[config.mk]
export PLATFORM = sky130hd
export DESIGN_NAME = masked_cam
export DESIGN_NICKNAME = d
export VERILOG_FILES = /design/src/rtl/mcam_pkg.sv /design/src/rtl/mcam_ctrl.sv /design/src/rtl/mcam_cell.sv /design/src/rtl/mcam_gather.sv /design/src/rtl/masked_cam.sv
export SDC_FILE = /design/constraint.sdc
export NUM_CORES = 1
export LEC_CHECK = 0
export BUFFER_PORTS_ARGS = -buffer_cell sky130_fd_sc_hd__buf_2
export CAP_MARGIN = 0
export CORE_ASPECT_RATIO = 0.8
export CORE_MARGIN = 2
export CORE_UTILIZATION = 55
export DETAILED_ROUTE_END_ITERATION = 6
export PLACE_DENSITY = 0.81
export RECOVER_POWER = 100
export SYNTH_ARGS = -nofsm -noshare
export SYNTH_HDL_FRONTEND = slang
export SYNTH_SLANG_ARGS = --single-unit
[constraint.sdc]
create_clock -name clk -period 4.5 [get_ports clk]
set_clock_uncertainty 0.05 [all_clocks]
set_input_delay 0.9 -clock clk [delete_from_list [all_inputs] [get_ports clk]]
set_output_delay 0.9 -clock clk [all_outputs]
set_load 0.02 [all_outputs]
[src/rtl/mcam_pkg.sv]
// Shared constants for the masked-search CAM.
// Assumes a word is three fields packed key:class:payload, most significant first.
package mcam_pkg;
    localparam int unsigned KEY_W  = 12;
    localparam int unsigned CLS_W  = 4;
    localparam int unsigned PAY_W  = 8;
    localparam int unsigned WORD_W = KEY_W + CLS_W + PAY_W;

    // Bit offsets of each field inside a word.
    localparam int unsigned PAY_LSB = 0;
    localparam int unsigned CLS_LSB = PAY_W;
    localparam int unsigned KEY_LSB = PAY_W + CLS_W;

    // Builds a mask that covers one field of given width and offset.
    function automatic logic [WORD_W-1:0] field_mask(input int unsigned lsb, input int unsigned width);
        logic [WORD_W-1:0] m;
        m = '0;
        for (int unsigned b = 0; b < WORD_W; b++) begin
            if (b >= lsb && b < lsb + width) m[b] = 1'b1;
        end
        return m;
    endfunction
endpackage

[src/rtl/mcam_ctrl.sv]
// Central control registers: comparand and mask, broadcast to all entries.
// Assumes loads share one data bus; a load takes effect for the next edge onward.
module mcam_ctrl #(
    parameter int unsigned W = 24
) (
    input  logic         clk,
    input  logic         rst_n,
    input  logic         cmp_ld,
    input  logic         msk_ld,
    input  logic [W-1:0] ld_data,
    output logic [W-1:0] cmp_q,
    output logic [W-1:0] msk_q
);
    // Comparand register.
    always_ff @(posedge clk) begin
        if (!rst_n)      cmp_q <= '0;
        else if (cmp_ld) cmp_q <= ld_data;
    end

    // Mask register.
    always_ff @(posedge clk) begin
        if (!rst_n)      msk_q <= '0;
        else if (msk_ld) msk_q <= ld_data;
    end
endmodule

[src/rtl/mcam_cell.sv]
// One CAM entry: stored word, valid bit, masked comparator and tag bit.
// Assumes comparand and mask are stable registers; the compare uses the
// word as held before any write on the same edge.
module mcam_cell #(
    parameter int unsigned W = 24
) (
    input  logic         clk,
    input  logic         rst_n,
    input  logic         wr_sel,
    input  logic         wr_valid,
    input  logic [W-1:0] wr_data,
    input  logic         srch,
    input  logic [W-1:0] cmp,
    input  logic [W-1:0] msk,
    output logic [W-1:0] word_q,
    output logic         match_now,
    output logic         tag_q
);
    logic valid_q;

    // Word storage; an invalidate leaves the old word in place.
    always_ff @(posedge clk) begin
        if (!rst_n)                  word_q <= '0;
        else if (wr_sel && wr_valid) word_q <= wr_data;
    end

    // Valid bit follows the write flag.
    always_ff @(posedge clk) begin
        if (!rst_n)      valid_q <= 1'b0;
        else if (wr_sel) valid_q <= wr_valid;
    end

    // Masked compare of the current contents.
    always_comb begin
        match_now = valid_q && (((word_q ^ cmp) & msk) == '0);
    end

    // Tag captures the compare only on a search edge.
    always_ff @(posedge clk) begin
        if (!rst_n)    tag_q <= 1'b0;
        else if (srch) tag_q <= match_now;
    end
endmodule

[src/rtl/mcam_gather.sv]
// Data-gathering stage: lowest-index priority pick, word select and match count.
// Assumes the match vector and words come from the same cycle as the strobe;
// results are registered on that edge and held until the next strobe.
module mcam_gather #(
    parameter int unsigned N = 8,
    parameter int unsigned W = 24,
    localparam int unsigned IDX_W = (N > 1) ? $clog2(N) : 1,
    localparam int unsigned CNT_W = $clog2(N + 1)
) (
    input  logic                clk,
    input  logic                rst_n,
    input  logic                srch,
    input  logic [N-1:0]        match,
    input  logic [N-1:0][W-1:0] words,
    output logic                hit_q,
    output logic [IDX_W-1:0]    idx_q,
    output logic [W-1:0]        data_q,
    output logic [CNT_W-1:0]    cnt_q,
    output logic                done_q
);
    logic [IDX_W-1:0] first_idx;
    logic [W-1:0]     first_word;
    logic [CNT_W-1:0] count;
    logic             any;

    // Priority encoder: scan from the top so the lowest match wins.
    always_comb begin
        first_idx  = '0;
        first_word = '0;
        for (int i = N - 1; i >= 0; i--) begin
            if (match[i]) begin
                first_idx  = IDX_W'(i);
                first_word = words[i];
            end
        end
    end

    // Population count of the match vector.
    always_comb begin
        count = '0;
        for (int i = 0; i < N; i++) begin
            count = count + CNT_W'(match[i]);
        end
        any = |match;
    end

    // Result registers, loaded only on a search edge.
    always_ff @(posedge clk) begin
        if (!rst_n) begin
            hit_q  <= 1'b0;
            idx_q  <= '0;
            data_q <= '0;
            cnt_q  <= '0;
        end else if (srch) begin
            hit_q  <= any;
            idx_q  <= first_idx;
            data_q <= first_word;
            cnt_q  <= count;
        end
    end

    // Completion pulse one cycle after the strobe.
    always_ff @(posedge clk) begin
        if (!rst_n) done_q <= 1'b0;
        else        done_q <= srch;
    end
endmodule

[src/rtl/masked_cam.sv]
// Top of the masked-search CAM: control registers, an array of entries and
// the gathering stage. Assumes one write, one load of each register and one
// strobe at most per cycle.
module masked_cam
    import mcam_pkg::*;
#(
    parameter int unsigned ENTRIES = 8,
    parameter int unsigned WORD_W  = mcam_pkg::WORD_W,
    localparam int unsigned IDX_W  = (ENTRIES > 1) ? $clog2(ENTRIES) : 1,
    localparam int unsigned CNT_W  = $clog2(ENTRIES + 1)
) (
    input  logic               clk,
    input  logic               rst_n,
    input  logic               wr_en,
    input  logic               wr_valid,
    input  logic [IDX_W-1:0]   wr_idx,
    input  logic [WORD_W-1:0]  wr_data,
    input  logic               cmp_ld,
    input  logic               msk_ld,
    input  logic [WORD_W-1:0]  ld_data,
    input  logic               srch,
    output logic [ENTRIES-1:0] tags,
    output logic               done,
    output logic               hit,
    output logic [IDX_W-1:0]   hit_idx,
    output logic [WORD_W-1:0]  hit_data,
    output logic [CNT_W-1:0]   hit_cnt
);
    logic [WORD_W-1:0]               cmp_q;
    logic [WORD_W-1:0]               msk_q;
    logic [ENTRIES-1:0]              match_now;
    logic [ENTRIES-1:0][WORD_W-1:0]  words;

    mcam_ctrl #(.W(WORD_W)) u_ctrl (
        .clk     (clk),
        .rst_n   (rst_n),
        .cmp_ld  (cmp_ld),
        .msk_ld  (msk_ld),
        .ld_data (ld_data),
        .cmp_q   (cmp_q),
        .msk_q   (msk_q)
    );

    // One entry per index, each decoding its own write select.
    for (genvar g = 0; g < ENTRIES; g++) begin : g_cell
        logic sel;
        assign sel = wr_en && (wr_idx == IDX_W'(g));
        mcam_cell #(.W(WORD_W)) u_cell (
            .clk       (clk),
            .rst_n     (rst_n),
            .wr_sel    (sel),
            .wr_valid  (wr_valid),
            .wr_data   (wr_data),
            .srch      (srch),
            .cmp       (cmp_q),
            .msk       (msk_q),
            .word_q    (words[g]),
            .match_now (match_now[g]),
            .tag_q     (tags[g])
        );
    end

    mcam_gather #(.N(ENTRIES), .W(WORD_W)) u_gather (
        .clk    (clk),
        .rst_n  (rst_n),
        .srch   (srch),
        .match  (match_now),
        .words  (words),
        .hit_q  (hit),
        .idx_q  (hit_idx),
        .data_q (hit_data),
        .cnt_q  (hit_cnt),
        .done_q (done)
    );
endmodule

==> metrics <==
Worst setup startpoint=u_ctrl.cmp_q[14]$_SDFFE_PN0P_; Reg area=5790 µm²; P&R area growth vs syn=10.7%; number of synthesized flops with an enable pin=0; Max FO, Critical Path=25; PwrDens=355 nW/µm²; Iteration-0 DRC Markers=2188; final hold vios=0; htree depth=1; Comb pwr share=0.104; Final #Nets=1980; Die ar.=28200 µm²; Mapped Cells=1888; Worst EP arrival=4.96 ns; Max Freq=222 MHz; hold path startpoint=u_gather.idx_q[2]$_SDFFE_PN0P_; clk_lat worst skew=0.59 ns; FF-to-FF setup slack=-0.01 ns; Slew @ Worst Pin=2.12 ns; share of cells above drive strength 1=0.105; critical path capture point type=flip-flop; Hold EP=u_gather.idx_q[2]$_SDFFE_PN0P_; Final Util=0.621; Max clock buf depth=3; commonest non-fill, non-tap cell in the layout=nand2_1; placed cell areas=15500 µm²; number of global-route vias before repair=13537; Post-synth top flop=dfxtp_1; post-route ant nets=0; worst r2r src=u_ctrl.cmp_q[14]$_SDFFE_PN0P_; DRC Markers=0; Vias per Instance=6.42; status=finished with violations; remaining global-route overflow=0; CP Data Required Time=4.94 ns; commonest cells after routing, fill and taps aside=nand2_1 (459), dfxtp_1 (289), a21oi_1 (207), xor2_1 (193), a22oi_1 (106); multi-input logic area=7950 µm²; Final HPWL DP=42900 µm; global-route wire length before repair=87100 µm; switch share=0.276; Crit Path Class=reg -> reg; clk sinks=289; synthesis-stage register bit count=289; die height=151 µm; initial antenna violation count=1; Chip Width=187 µm; setup violators final=1; Pleak=6.72 nW; Initial DRT Pass Iterations=6; Clk pwr share=0.429; Setup Buffers After CTS=0; num rows=53; CTS tree=built; Post-CTS Resized=0; mapped cell area=14800 µm²; r2r worst-path depth=11; syn_nets=1954; Syn Area/Cell=7.82 µm²; non-filler cells, final=2294; sequential power share=0.466; worst vdd ir=0.291 mV; floorplan core area=26300 µm²; clock slew at reported path FFs=0.07 ns; Hold/Removal Path Class=reg -> reg; max cap viols=8; TritonCTS buffer count=28; final setup margin=-0.0126 ns; hold_buf cts=0; Slew headroom=-0.411; Tot GR Track Use=0.415; internal power=0.00420 W; post-route cell area=16300 µm²; RSZ-0062 raised after global routing=false; sequential-to-total area share from yosys stat=0.392; violated checks=capacitance limit, slew limit, setup timing; fin. max-slew vios=233; area share of the largest cell type after synthesis=0.392; Synth cell types=49; RR Endpoint=u_gather.data_q[1]$_SDFFE_PN0P_; WL per Instance=25.9 µm; CTS root buf=clkbuf_16; Post-synth ARST share=0; Top Ports=99; largest net degree at the start of global routing=119; sw power=0.00160 W; Yosys Warn Count=0; gpl congestion=1.06; Tcrit/Tclk final=1.00; final WL=59400 µm; Tmin final=4.51 ns; Synth area leader=dfxtp_1; hold depth=2; placed cells=2241; largest cells by area after synthesis=dfxtp_1 (39%), nand2_1 (12%), xor2_1 (11%), a21oi_1 (7.0%), a22oi_1 (5.4%); fillers=2347; vias after detailed routing=14724; Setup crit start kind=flip-flop; port bufs=98; Initial Util=0.561; setup TNS=-0.0126 ns
[layer usage]
| metal | vias up | part of all wire | GRT usage |
|---|---|---|---|
| li1 | 6397 | - | - |
| met1 | 7032 | 0.41 | 0.596 |
| met2 | 1125 | 0.40 | 0.599 |
| met3 | 170 | 0.16 | 0.124 |
| met4 | 0 | 0.032 | 0.122 |
| met5 | - | 0 | 0 |
[sequential cells by signal (all words and copies together) (netlist names)]
| name | count |
|---|---|
| g_cell.u_cell.tag_q | 8 |
| u_gather.cnt_q | 4 |
| u_ctrl.msk_q | 24 |
| u_gather.done_q | 1 |
| u_gather.hit_q | 1 |
| u_gather.idx_q | 3 |
| u_gather.data_q | 24 |
| u_ctrl.cmp_q | 24 |
| g_cell.u_cell.word_q | 192 |
| g_cell.u_cell.valid_q | 8 |
[through the flow]
step           setup slack, ns  power, W  hold slack [ns]
2_1_floorplan          0.00593   0.00309            0.391
3_3_place_gp             0.203   0.00333            0.399
3_5_place_dp             0.245   0.00333            0.400
4_1_cts                  0.221   0.00576            0.410
5_1_grt                 0.0247   0.00592            0.432
6_report               -0.0126   0.00580            0.410
[Yosys cell counts (20+ instances only)]
cell type,number
xor2_1,193
a21oi_1,207
buf_2,22
nand4_1,24
o21ai_0,36
nor2_1,97
o21ai_1,20
clkbuf_1,115
nand3_1,53
mux2i_1,53
inv_1,37
a22oi_1,106
a211oi_1,25
clkbuf_2,24
a31oi_1,25
o211ai_2,20
nand2_1,459
dfxtp_1,289
[power groups by stage]
| stage | clock network, W | logic (W) | registers [W] |
|---|---|---|---|
| floorplan | 0 | 0.000389 | 0.00270 |
| global placement | 0 | 0.000576 | 0.00275 |
| detailed placement | 0 | 0.000580 | 0.00275 |
| CTS | 0.00248 | 0.000584 | 0.00270 |
| global route | 0.00258 | 0.000630 | 0.00270 |
| finish | 0.00249 | 0.000605 | 0.00270 |
[area by class of cell]
class,instances,share of cell area
Clock inverter,13,0.0100
Sequential cell,289,0.354
Inverter,40,0.00965
Timing Repair Buffer,184,0.0625
Antenna cell,2,0.000306
Multi-Input combinational cell,1371,0.487
Clock buffer,38,0.0495
Tap cell,357,0.0273
[how the worst max path moves through the flow]
stage | end | slack [ns]
floorplan | u_gather.cnt_q[2]$_SDFFE_PN0P_ | 0.006
global placement | u_gather.cnt_q[2]$_SDFFE_PN0P_ | 0.20
detailed placement | u_gather.cnt_q[2]$_SDFFE_PN0P_ | 0.25
CTS | u_gather.cnt_q[2]$_SDFFE_PN0P_ | 0.22
global route | u_gather.cnt_q[2]$_SDFFE_PN0P_ | 0.02
finish | u_gather.data_q[1]$_SDFFE_PN0P_ | -0.01
[worst max-delay path, cell delays in order, from the launching register on]
cell      delay [ns]
dfxtp_1         0.50
buf_4           0.24
xor2_1          0.11
a22oi_1         0.41
nand4_1         0.22
nor4_1          0.67
clkbuf_1        1.28
nand2_1         0.15
a31oi_1         0.24
a211oi_1        0.08
clkbuf_1        0.22
o21ai_0         0.23
[kinds of logic after synthesis]
| family | count (synthesis) | share of synthesized area |
|---|---|---|
| and+or+nand+nor | 660 | 0.186 |
| xor gates and xnor gates | 193 | 0.114 |
| DFF | 289 | 0.392 |
| muxes | 53 | 0.0359 |
| buffers and inverters | 228 | 0.0690 |
| AOI/OAI and AO/OA | 457 | 0.194 |
| adders and majority gates | 8 | 0.00881 |
No activity file was read; power rests on OpenSTA's default activity.
